===== src/rtl/ffvl_pkg.sv =====
package ffvl_pkg;

    // Positions inside the 4-bit condition field.
    localparam int CR_SO = 0;
    localparam int CR_EQ = 1;
    localparam int CR_GT = 2;
    localparam int CR_LT = 3;
    localparam int CR_W  = 4;

    // Settings captured at the start of an operation.
    typedef struct packed {
        logic       ff;
        logic       dd;
        logic       incl;
        logic       inv;
        logic [1:0] sel;
        logic       crwe;
        logic       store;
    } ffvl_mode_t;

    // Per-element outcome produced by the decoder.
    typedef struct packed {
        logic data_ok;
        logic addr_ok;
        logic drop;
        logic trap;
        logic finish;
        logic cr_we;
    } ffvl_verdict_t;

endpackage


===== src/rtl/ffvl_cond_gen.sv =====
module ffvl_cond_gen
    import ffvl_pkg::*;
#(
    parameter int DATA_W = 64
) (
    input  logic [DATA_W-1:0] data,
    output logic [CR_W-1:0]   cr
);

    logic is_neg;
    logic is_zero;

    always_comb begin
        is_neg        = data[DATA_W-1];
        is_zero       = (data == '0);
        cr            = '0;
        cr[CR_LT]     = is_neg;
        cr[CR_EQ]     = is_zero;
        cr[CR_GT]     = !is_neg && !is_zero;
        cr[CR_SO]     = 1'b0;
    end

endmodule


===== src/rtl/ffvl_elem_judge.sv =====
module ffvl_elem_judge
    import ffvl_pkg::*;
#(
    parameter int VL_W   = 7,
    parameter int DATA_W = 64
) (
    input  ffvl_mode_t        mode,
    input  logic [VL_W-1:0]   lim,
    input  logic [VL_W-1:0]   idx,
    input  logic              fault,
    input  logic              stop_req,
    input  logic [DATA_W-1:0] data,
    output ffvl_verdict_t     verdict,
    output logic [VL_W-1:0]   new_vl,
    output logic [CR_W-1:0]   cr
);

    localparam logic [VL_W-1:0] ONE = VL_W'(1);

    logic first;
    logic hit;
    logic last;

    ffvl_cond_gen #(.DATA_W(DATA_W)) u_cond (
        .data (data),
        .cr   (cr)
    );

    always_comb begin
        verdict = '0;
        new_vl  = lim;
        first   = (idx == '0);
        last    = (idx == lim - ONE);
        hit     = mode.dd && (cr[mode.sel] ^ mode.inv);

        if (fault) begin
            if (first || !mode.ff) begin
                verdict.trap = 1'b1;
            end else begin
                verdict.drop   = 1'b1;
                verdict.finish = 1'b1;
                new_vl         = idx;
            end
        end else if (stop_req && mode.ff && !first) begin
            verdict.drop   = 1'b1;
            verdict.finish = 1'b1;
            new_vl         = idx;
        end else begin
            verdict.cr_we = mode.dd && mode.crwe;
            if (hit) begin
                verdict.finish = 1'b1;
                if (mode.incl) begin
                    verdict.data_ok = 1'b1;
                    verdict.addr_ok = 1'b1;
                    new_vl          = idx + ONE;
                end else begin
                    verdict.data_ok = !mode.store;
                    verdict.drop    = 1'b1;
                    new_vl          = idx;
                end
            end else begin
                verdict.data_ok = 1'b1;
                verdict.addr_ok = 1'b1;
                if (last) begin
                    verdict.finish = 1'b1;
                    new_vl         = lim;
                end
            end
        end
    end

endmodule


===== src/rtl/ff_vl_truncator.sv =====
module ff_vl_truncator
    import ffvl_pkg::*;
#(
    parameter int VL_W   = 7,
    parameter int DATA_W = 64
) (
    input  logic              clk,
    input  logic              rst_n,
    input  logic              start,
    input  logic [VL_W-1:0]   cfg_vl,
    input  logic              cfg_ff,
    input  logic              cfg_dd,
    input  logic              cfg_incl,
    input  logic              cfg_inv,
    input  logic [1:0]        cfg_bit,
    input  logic              cfg_crwe,
    input  logic              cfg_store,
    input  logic              elem_valid,
    input  logic [VL_W-1:0]   elem_idx,
    input  logic              elem_fault,
    input  logic              elem_stop,
    input  logic [DATA_W-1:0] elem_data,
    output logic              busy,
    output logic              data_commit,
    output logic              addr_commit,
    output logic              cancel,
    output logic              exc_req,
    output logic              cr_wr,
    output logic [3:0]        cr_field,
    output logic [VL_W-1:0]   cr_idx,
    output logic              done,
    output logic [VL_W-1:0]   vl_out
);

    typedef struct packed {
        logic            busy;
        ffvl_mode_t      mode;
        logic [VL_W-1:0] lim;
        logic            data_commit;
        logic            addr_commit;
        logic            cancel;
        logic            exc;
        logic            cr_wr;
        logic [CR_W-1:0] cr;
        logic [VL_W-1:0] cr_idx;
        logic            done;
        logic [VL_W-1:0] vl;
    } state_t;

    state_t        st_d;
    state_t        st_q;
    ffvl_mode_t    cfg_mode;
    ffvl_verdict_t verdict;
    logic [VL_W-1:0] judged_vl;
    logic [CR_W-1:0] judged_cr;

    always_comb begin
        cfg_mode       = '0;
        cfg_mode.ff    = cfg_ff;
        cfg_mode.dd    = cfg_dd;
        cfg_mode.incl  = cfg_incl;
        cfg_mode.inv   = cfg_inv;
        cfg_mode.sel   = cfg_bit;
        cfg_mode.crwe  = cfg_crwe;
        cfg_mode.store = cfg_store;
    end

    ffvl_elem_judge #(.VL_W(VL_W), .DATA_W(DATA_W)) u_judge (
        .mode     (st_q.mode),
        .lim      (st_q.lim),
        .idx      (elem_idx),
        .fault    (elem_fault),
        .stop_req (elem_stop),
        .data     (elem_data),
        .verdict  (verdict),
        .new_vl   (judged_vl),
        .cr       (judged_cr)
    );

    always_comb begin
        st_d             = st_q;
        st_d.data_commit = 1'b0;
        st_d.addr_commit = 1'b0;
        st_d.cancel      = 1'b0;
        st_d.exc         = 1'b0;
        st_d.cr_wr       = 1'b0;
        st_d.done        = 1'b0;

        if (start) begin
            st_d.mode = cfg_mode;
            st_d.lim  = cfg_vl;
            st_d.vl   = cfg_vl;
            st_d.busy = (cfg_vl != '0);
            st_d.done = (cfg_vl == '0);
        end else if (st_q.busy && elem_valid) begin
            st_d.data_commit = verdict.data_ok;
            st_d.addr_commit = verdict.addr_ok;
            st_d.cancel      = verdict.drop;
            st_d.exc         = verdict.trap;
            st_d.cr_wr       = verdict.cr_we;
            if (verdict.cr_we) begin
                st_d.cr     = judged_cr;
                st_d.cr_idx = elem_idx;
            end
            if (verdict.finish) begin
                st_d.done = 1'b1;
                st_d.vl   = judged_vl;
                st_d.busy = 1'b0;
            end
            if (verdict.trap) begin
                st_d.busy = 1'b0;
            end
        end
    end

    always_ff @(posedge clk or negedge rst_n) begin
        if (!rst_n) begin
            st_q <= '0;
        end else begin
            st_q <= st_d;
        end
    end

    assign busy        = st_q.busy;
    assign data_commit = st_q.data_commit;
    assign addr_commit = st_q.addr_commit;
    assign cancel      = st_q.cancel;
    assign exc_req     = st_q.exc;
    assign cr_wr       = st_q.cr_wr;
    assign cr_field    = st_q.cr;
    assign cr_idx      = st_q.cr_idx;
    assign done        = st_q.done;
    assign vl_out      = st_q.vl;

endmodule


===== config.mk =====
export PLATFORM = sky130hd
export DESIGN_NAME = ff_vl_truncator
export DESIGN_NICKNAME = d
export VERILOG_FILES = /design/src/rtl/ffvl_pkg.sv /design/src/rtl/ffvl_cond_gen.sv /design/src/rtl/ffvl_elem_judge.sv /design/src/rtl/ff_vl_truncator.sv
export SDC_FILE = /design/constraint.sdc
export NUM_CORES = 1
export LEC_CHECK = 0
export BUFFER_PORTS_ARGS = -buffer_cell sky130_fd_sc_hd__buf_2
export CORE_MARGIN = 4
export CORE_UTILIZATION = 40
export CTS_CLUSTER_SIZE = 28
export DETAILED_ROUTE_END_ITERATION = 16
export PLACE_DENSITY_LB_ADDON = 0.2
export SLEW_MARGIN = 20
export SYNTH_ARGS = -nofsm -noshare
export SYNTH_HDL_FRONTEND = slang
export SYNTH_SLANG_ARGS = --single-unit

===== constraint.sdc =====
create_clock -name clk -period 2.7 [get_ports clk]
set_input_delay 0.54 -clock clk [delete_from_list [all_inputs] [get_ports clk]]
set_output_delay 0.54 -clock clk [all_outputs]
set_load 0.02 [all_outputs]

==> impl_metrics.csv <==
group,metric,value,unit
floorplan,fp.dieW,88.2,µm
cts,clkTransAtPathRegs,70,ps
timing,drv_slew,0,
synthesis,synth-seq-area-share,0.379,
pwr,power,1690,µW
place,place_ws,-99.2,ps
detailed_routing,viasPerCell,5.27,
cts,hold_buffers,0,
synthesis,syn_area_per_cell,9.53,µm²
cells_and_area,final_cell_area,3410,µm²
worst_setup_path,critical_path_cell_count,11,
cts,clockBufferDepth,2,
cts,clk-insertion-delay-late,290,ps
timing,finClkSkew,2.64,ps
floorplan,die_height,88.2,µm
worst_setup_path,crit_end,"vl_out[2]$_DFFE_PN0P_",
synthesis,synth_edf_count,0,
worst_setup_path,arrival,2720,ps
synthesis,yosys-top-cells-area,"dfrtp_1 (38%), buf_4 (5.8%), mux2_2 (4.8%), nor4_1 (4.1%), mux2_1 (3.9%)",
floorplan,core_area,6100,µm²
synthesis,yosysTopAreaCellShare,0.379,
detailed_routing,vias,2489,
pwr,ir_drop,0.394,mV
place,port_buffers,115,
global_routing,grt_max_degree,40,
cts,htreeDepth,2,
worst_setup_path,criticalPathCategory,"flip-flop to flip-flop",
detailed_routing,wl_per_cell,15.6,µm
cells_and_area,fin_nets,491,
cts,numCtsBuffers,5,
run,max_cap_violations,0,
global_routing,grt_pass1_wl,12200,µm
timing,rsz0062_at_grt,"no",
global_routing,antenna_found_initial,0,
worst_setup_path,slowest_delay,380,ps
worst_setup_path,cpMaxStageDelayCell,"dfrtp_1",
cts,clock-sinks,39,
place,hpwl,6040,µm
cts,cts_tree,"built",
timing,finalWorstSetupSlack,189,ps
cells_and_area,area_growth,32.4,%
floorplan,io_pins,117,
place,dpl_cell_area,3290,µm²
detailed_routing,drt_first_pass_iters,4,
floorplan,rows,28,
timing,fmaxAchievable,0.398,GHz
synthesis,yosysWarnings,0,
synthesis,ys_async_sr_fraction,1.00,
synthesis,ys_types,60,
worst_setup_path,r2r_cells,11,
cts,root_buffer,"clkbuf_8",
worst_setup_path,r2r-end,"vl_out[2]$_DFFE_PN0P_",
worst_setup_path,path_buf_inv,2,
pwr,power_per_cell_area,496,nW/µm²
worst_setup_path,cp.required,2910,ps
timing,slew_headroom,0.415,
timing,timing.hold.ws,365,ps
floorplan,initial_utilization,0.422,
synthesis,syn_inst,270,
cells_and_area,num-fill-cells,576,
timing,tightestPinTransition,878,ps
timing,setup_viol,0,
synthesis,netlist_area,2570,µm²
synthesis,yosysTopAreaCell,"dfrtp_1",
cells_and_area,n_antenna_cell,0,
detailed_routing,drt_iter0_drc,123,
global_routing,grt_pass1_vias,2489,
run_status,status,"finished clean",
worst_setup_path,cp-startpoint,"st_q[24]$_DFFE_PN0P_",
global_routing,grt_usage,0.202,
worst_setup_path,rr_startpoint,"st_q[24]$_DFFE_PN0P_",
timing,finalCritPeriodShare,0.930,
synthesis,synth-seq-cells,39,
worst_setup_path,r2r_setup_slack,190,ps
worst_setup_path,worst-path-max-fanout,4,
worst_setup_path,start_kind,"flip-flop",
detailed_routing,ant_nets,0,
pwr,leakage,0.00171,µW
detailed_routing,drc_errors,0,
worst_setup_path,path_cells,"inv_1, ha_1, nor2b_1, or3_1, a31oi_1, o2111ai_1, and4_4, o32ai_2, buf_4, o211ai_1, a31oi_1",
worst_setup_path,path_delay_family,"compound AO/OA/AOI/OAI gates",
detailed_routing,drt-total-wl,7390,µm
cells_and_area,final_core_util,0.559,
global_routing,grt.overflow.total,0,
place,place.gp.congestion,0.897,
timing,final.min_clock_period,2510,ps
synthesis,synth_ff_type,"dfrtp_1",
worst_setup_path,path_common_cell,"a31oi_1",
timing,hold_viol,0,
synthesis,synth_nets,365,
cells_and_area,drive_gt1_frac,0.453,
worst_hold_path,hp-class,"input port to async pin",
floorplan,dieArea,7780,µm²
worst_setup_path,cp-end-kind,"flip-flop",
-- power breakdown --
part	switching, µW	internal [µW]	total, µW
clock	193	233	426
sequential	54.5	660	715
combinational	294	255	549
-- synthesized netlist by cell type, drive strengths merged, types with 6 or more instances --
cell type   n
o21ai      18
nand2      23
nor4       18
buf        22
nand4       7
mux2       20
inv        16
dfrtp      39
nand3       6
a31oi       6
a21oi      10
clkbuf      6
nor2       15
-- state kept, by name (all words and copies together), names as in the netlist --
name,cells
st_q,15
cr_idx,7
vl_out,7
cr_field,3
addr_commit,1
busy,1
cancel,1
cr_wr,1
data_commit,1
done,1
exc_req,1
-- worst min-delay path by stage --
stage / from / endpoint
floorplan: rst_n / addr_commit$_DFF_PN0_
global placement: st_q[31]$_DFFE_PN0P_ / data_commit$_DFF_PN0_
detailed placement: st_q[31]$_DFFE_PN0P_ / data_commit$_DFF_PN0_
CTS: rst_n / cr_wr$_DFF_PN0_
global route: rst_n / cr_idx[0]$_DFFE_PN0P_
finish: rst_n / cr_idx[0]$_DFFE_PN0P_
-- logic make-up after synthesis --
family                   Yosys count  synth area share
XOR/XNOR                           6            0.0204
flip-flops                        39             0.379
AND/OR/NAND/NOR                   94             0.214
adder cells (fa/ha/maj)            3            0.0146
other                              1           0.00146
AO/OA/AOI/OAI                     60             0.175
multiplexers                      23            0.0992
buffers and inverters             44            0.0963
-- routing by layer --
metal | global-route usage | share of wire
met1 | 0.283 | 0.45
met5 | 0 | 0
met3 | 0.0461 | 0.051
met4 | 0.0371 | 0.0042
met2 | 0.324 | 0.49
-- cells in the final DEF, fill, tap and decap left out, types with 10 or more instances in the layout --
master / synthesis / routed
buf_2: 0 / 115
dfrtp_1: 39 / 39
buf_4: 20 / 31
nand2_1: 23 / 23
nor4_1: 17 / 17
inv_1: 16 / 16
o21ai_0: 14 / 14
nor2_1: 12 / 12
mux2_2: 11 / 11
a21oi_1: 10 / 10
-- cell type report --
cell class | count | area [µm²] | area share
Multi-Input combinational cell | 187 | 1350 | 0.396
Tap cell | 75 | 93.8 | 0.0275
Inverter | 16 | 60.1 | 0.0176
Sequential cell | 39 | 976 | 0.286
Clock buffer | 8 | 100 | 0.0294
Timing Repair Buffer | 147 | 828 | 0.243
-- metrics by stage --
| step | TNS [ps] | std cells |
|---|---|---|
| 3_3_place_gp | -67.0 | 462 |
| 3_5_place_dp | -247 | 462 |
| 5_1_grt | 0 | 472 |
| 2_1_floorplan | 0 | 270 |
| 6_report | 0 | 472 |
| 4_1_cts | 0 | 470 |
-- what timing repair did --
action                                  4_1_cts  5_1_grt
resized for setup                             0        0
setup buffers                                 0        2
hold endpoints to repair                      0        0
endpoints found under the setup margin        0        2
Note: power is estimated with default switching activity, not from simulation.
